### config.mk
export PLATFORM = sky130hd
export DESIGN_NAME = pic_preempt
export DESIGN_NICKNAME = d
export VERILOG_FILES = /design/src/rtl/pic_preempt.sv
export SDC_FILE = /design/constraint.sdc
export NUM_CORES = 1
export LEC_CHECK = 0
export ABC_AREA = 1
export BUFFER_PORTS_ARGS = -buffer_cell sky130_fd_sc_hd__buf_2
export CAP_MARGIN = 20
export CORE_UTILIZATION = 35
export DETAILED_ROUTE_END_ITERATION = 10
export MAX_ROUTING_LAYER = met4
export PLACE_DENSITY = 0.51
export SYNTH_ARGS = -nofsm -noshare
export SYNTH_HDL_FRONTEND = slang
export SYNTH_SLANG_ARGS = --single-unit
### constraint.sdc
create_clock -name clk -period 34.8 [get_ports clk]
set_input_delay 8.7 -clock clk [delete_from_list [all_inputs] [get_ports clk]]
set_output_delay 8.7 -clock clk [all_outputs]
set_load 0.02 [all_outputs]
### src/rtl/pic_preempt.sv
module pic_preempt #(
  parameter int N_SW      = 8,
  parameter int N_HW      = 24,
  parameter int PRIO_W    = 4,
  parameter int STK_DEPTH = 16,
  localparam int N_SRC    = N_SW + N_HW,
  localparam int IDX_W    = $clog2(N_SRC),
  localparam int SWI_W    = $clog2(N_SW),
  localparam int SP_W     = $clog2(STK_DEPTH + 1),
  localparam int STK_AW   = $clog2(STK_DEPTH)
) (
  input  logic              clk,
  input  logic              rst_n,
  input  logic [N_HW-1:0]   hw_req,
  input  logic              prio_we,
  input  logic [IDX_W-1:0]  prio_idx,
  input  logic [PRIO_W-1:0] prio_val,
  input  logic              cur_we,
  input  logic [PRIO_W-1:0] cur_val,
  input  logic              sw_we,
  input  logic [SWI_W-1:0]  sw_idx,
  input  logic              sw_val,
  input  logic              ack,
  input  logic              eoi,
  output logic              irq,
  output logic [IDX_W-1:0]  vector,
  output logic [PRIO_W-1:0] cur_prio,
  output logic              eoi_underflow
);

  logic [PRIO_W-1:0] prio [N_SRC];
  logic [N_SW-1:0]   sw_pend;
  logic [N_SRC-1:0]  in_svc, pend;
  logic [PRIO_W-1:0] best_prio, sel_prio_q;
  logic [IDX_W-1:0]  best_idx;
  logic [PRIO_W-1:0] stk_prio [STK_DEPTH];
  logic [IDX_W-1:0]  stk_src  [STK_DEPTH];
  logic [SP_W-1:0]   sp;
  logic              ack_ok, eoi_ok, eoi_bad;
  logic [STK_AW-1:0] top, push_at;

  assign pend    = {hw_req, sw_pend} & ~in_svc;
  assign ack_ok  = ack && irq && (sp != SP_W'(STK_DEPTH));
  assign eoi_ok  = eoi && !ack_ok && (sp != '0);
  assign eoi_bad = eoi && !ack_ok && (sp == '0);
  assign top     = STK_AW'(sp - 1'b1);
  assign push_at = STK_AW'(sp);

  always_comb begin
    best_prio = '0;
    best_idx  = '0;
    for (int i = 0; i < N_SRC; i++)
      if (pend[i] && prio[i] > best_prio) begin
        best_prio = prio[i];
        best_idx  = IDX_W'(i);
      end
  end

  always_ff @(posedge clk or negedge rst_n)
    if (!rst_n) begin
      irq        <= 1'b0;
      vector     <= '0;
      sel_prio_q <= '0;
    end else begin
      irq        <= !ack_ok && (best_prio > cur_prio);
      vector     <= best_idx;
      sel_prio_q <= best_prio;
    end

  always_ff @(posedge clk or negedge rst_n)
    if (!rst_n) begin
      for (int i = 0; i < N_SRC; i++) prio[i] <= '0;
      sw_pend <= '0;
    end else begin
      if (prio_we) prio[prio_idx] <= prio_val;
      if (sw_we)   sw_pend[sw_idx] <= sw_val;
    end

  always_ff @(posedge clk or negedge rst_n)
    if (!rst_n) begin
      cur_prio      <= '0;
      in_svc        <= '0;
      sp            <= '0;
      eoi_underflow <= 1'b0;
      for (int i = 0; i < STK_DEPTH; i++) begin
        stk_prio[i] <= '0;
        stk_src[i]  <= '0;
      end
    end else if (ack_ok) begin
      stk_prio[push_at] <= cur_prio;
      stk_src[push_at]  <= vector;
      sp                <= sp + 1'b1;
      cur_prio          <= sel_prio_q;
      in_svc[vector]    <= 1'b1;
    end else if (eoi_ok) begin
      cur_prio             <= stk_prio[top];
      in_svc[stk_src[top]] <= 1'b0;
      sp                   <= sp - 1'b1;
    end else begin
      if (eoi_bad) eoi_underflow <= 1'b1;
      if (cur_we)  cur_prio <= cur_val;
    end

  AST_STRICT_PREEMPT: assert property (@(posedge clk) disable iff (!rst_n)
    irq |-> sel_prio_q > $past(cur_prio));
  AST_NO_ZERO_PRIO: assert property (@(posedge clk) disable iff (!rst_n)
    irq |-> sel_prio_q != '0);
  AST_ACK_TAKES_PRIO: assert property (@(posedge clk) disable iff (!rst_n)
    (ack && irq && sp < SP_W'(STK_DEPTH)) |=> (cur_prio == $past(sel_prio_q)) && !irq);
  AST_SVC_MASKED: assert property (@(posedge clk) disable iff (!rst_n)
    irq |-> !in_svc[vector]);
  AST_EOI_RESTORE: assert property (@(posedge clk) disable iff (!rst_n)
    (eoi && !ack && sp != '0) |=> cur_prio == $past(stk_prio[top]));
  AST_UNDERFLOW_HOLD: assert property (@(posedge clk) disable iff (!rst_n)
    (eoi && !ack && !cur_we && sp == '0) |=> eoi_underflow && $stable(cur_prio));
  AST_FULL_STACK: assert property (@(posedge clk) disable iff (!rst_n)
    (ack && !eoi && sp == SP_W'(STK_DEPTH)) |=> sp == SP_W'(STK_DEPTH));
  AST_SP_BOUND: assert property (@(posedge clk) disable iff (!rst_n)
    sp <= SP_W'(STK_DEPTH));

endmodule

==> qor.txt <==
status -> finished, final reports clean
Crit path required time -> 35.27 ns
final wirelength -> 59600 µm
ANT cells -> 0
crit share post-route -> 0.918
CP Launch Type -> input port
Yosys reg bits -> 332
crit-path max cell delay -> 0.34 ns
crit path kind -> in2reg
FFs w/ async S/R, synth -> 1.00
clock buffer depth -> 3
worst slack, placed -> 0.341 ns
DRT Pass-1 Iters -> 7
worst skew pair latency -> 0.59 ns
Reg-to-Reg Start -> sw_pend[0]
Final Max Slew Viols -> 0
largest net degree at the start of global routing -> 149
Worst-Margin Slew -> 1.10 ns
Max-Cap Viols -> 0
CTS H-tree depth -> 2
Reg2Reg Depth -> 248
Worst setup EP type -> register
Filler Cell Count -> 5881
grt total ovfl -> 0
slew margin rel. -> 0.262
Yosys warning count -> 0
Synthesized Nets -> 2769
Worst Hold Class -> reg2reg
vias per inst -> 5.13
port bufs -> 58
FP Rows -> 88
worst hold path depth -> 1
mapped cell area -> 20400 µm²
detailed placement HPWL -> 41700 µm
crit-path max FO -> 11
die area -> 59200 µm²
clock skew -> 0.0472 ns
DR iter-0 viols -> 1307
final setup margin -> 2.86 ns
Avg Cell Area, Syn -> 7.75 µm²
first-pass GRT wire length -> 95600 µm
core box area -> 57600 µm²
reg-to-reg slack, setup -> 2.89 ns
Top-Level Pins -> 59
Min-Delay Endpoint -> eoi_underflow
Crit-path slowest cell -> ha_1
Placer Congestion -> 0.897
Die Span X -> 243 µm
Worst-path clk slew -> 0.06 ns
Routed Antenna Nets -> 0
Most used DFF post-synth -> dfrtp_1
CTS buffer count -> 41
post-synthesis sequential area ratio -> 0.408
CTS tree -> built
wire per inst -> 17.0 µm
hold_sp -> eoi_underflow
initial antenna violation count -> 0
cell count after synthesis -> 2629
via count -> 17967
Post-synth EDFFs -> 0
DRC -> 0
initial core utilization -> 0.354
r2r endpoint -> irq
total track usage -> 0.207
Cells after DPL -> 3392
number of global-route vias before repair -> 17470
Area Overhead vs Synth -> 14.1%
Worst Path Arrival -> 32.40 ns
nets -> 2845
Final Setup Violations -> 0
die height -> 243 µm
min cycle time layout -> 31.94 ns
fmax -> 0.0313 GHz
Final Hold Fails -> 0
Final Non-Filler Cells -> 3501
CP dominant cell by count -> nand2_4
clk sinks -> 332
post-synth cell types -> 45
Root Buffer -> clkbuf_16
share of cells above drive strength 1 -> 0.150
-- synth_stat cells (31+ instances only) --
master,number,area [µm²]
a21oi_1,74,370
nand4_1,31,194
nand3_1,199,996
o21ai_0,398,1990
nand2_4,36,405
nor2_1,147,552
nand2_2,83,519
nand2_1,614,2300
nor2_2,31,194
o21bai_1,47,353
clkbuf_1,64,240
dfrtp_1,332,8310
ha_1,92,1150
inv_1,260,976
-- state kept, by name, indices dropped and copies added (netlist names) --
name / flops
prio: 128
stk_src: 80
stk_prio: 64
in_svc: 32
sw_pend: 8
sp: 5
vector: 5
cur_prio: 4
sel_prio_q: 4
eoi_underflow: 1
irq: 1
-- through the flow --
step / setup TNS (ns) / utilization / hold WS (ns) / cell area, µm²
detailed placement: 0 / 0.372 / 0.462 / 21400
global placement: 0 / 0.372 / 0.445 / 21400
global route: -0.0916 / 0.404 / 0.496 / 23200
CTS: 0 / 0.397 / 0.475 / 22800
finish: 0 / 0.404 / 0.470 / 23200
floorplan: 0 / - / 0.448 / 20400
-- final cells by class --
type                            count  area (µm²)  area share
Tap cell                          765         957      0.0412
Clock buffer                       59        1180      0.0509
Multi-Input combinational cell   1940       10800       0.465
Inverter                          279        1050      0.0451
Clock inverter                     15         215     0.00926
Timing Repair Buffer              111         731      0.0314
Sequential cell                   332        8310       0.357
-- layer usage --
metal,routed length (µm),global-route usage,share of wire,vias to the layer above
li1,-,-,-,8944
met1,28500,0.279,0.48,8597
met2,27600,0.329,0.46,350
met3,2260,0.0268,0.038,76
met4,1280,0.0516,0.021,0
met5,0,-,0,-
-- placed cells by master, fill, tap and decap left out, types with 3 or more instances in the layout --
cell       synthesis  routed
clkbuf_1          64       9
nor2_1           147     145
nor2_4            25      29
dfrtp_1          332     331
buf_4              2      51
o21ai_0          398     356
mux2i_1           16      16
xor2_1             4       4
clkbuf_16          0      41
clkbuf_8           0       9
buf_2              0      57
o21ai_2            1       4
a21boi_0           5       5
nor4_1             7       6
nand2_2           83      72
nor3_1            18      18
nand3_2           26      26
o21bai_1          47      47
inv_2             11      15
bufinv_16          0       3
o221ai_1          20      20
o32ai_1           21      21
nor2_2            31      29
ha_1              92      90
nand3_1          199     199
clkinv_2           0       4
a41oi_1            4       4
nand2_1          614     610
o21ai_1            2      41
nand4_1           31      31
a31oi_1           10      10
o211ai_1          14      14
clkinv_1           8       9
a21oi_1           74      74
nand2_4           36      50
inv_1            260     255
-- worst max-delay path by stage --
stage,to,cells after the start,slack [ns],start
after floorplan,irq,203,3.46,hw_req[0]
after global placement,irq,172,1.13,hw_req[0]
after detailed placement,irq,178,0.34,hw_req[0]
after CTS,irq,240,0.22,sw_pend[0]
after global routing,irq,259,-0.09,sw_pend[0]
final,irq,188,2.86,hw_req[0]
-- worst max-delay path, delay by kind of cell --
kind	cells	cell delay, ns
and+or+nand+nor	93	9.26
buffers and inverters	30	1.81
adders and majority gates	24	7.21
AOI/OAI and AO/OA	41	5.36
-- logic make-up (layout without fill, tap and decap cells) --
| family | count (synthesis) | count (layout) | share of synthesized area |
|---|---|---|---|
| and+or+nand+nor | 1223 | 1223 | 0.289 |
| AOI/OAI and AO/OA | 603 | 603 | 0.166 |
| buffers and inverters | 357 | 464 | 0.0691 |
| DFF | 332 | 332 | 0.408 |
| adders and majority gates | 92 | 92 | 0.0565 |
| muxes | 16 | 16 | 0.00786 |
| xor gates and xnor gates | 6 | 6 | 0.00258 |
-- repair_timing --
item | in CTS | in global routing
hold buffers | 0 | 0
gates resized for setup | 0 | 74
buffers inserted | 0 | 35
setup endpoints to repair | 0 | 10
Power is left out: the tool's default activity adds up to more than one toggle a clock period on the data nets, which glitch-free logic cannot reach.
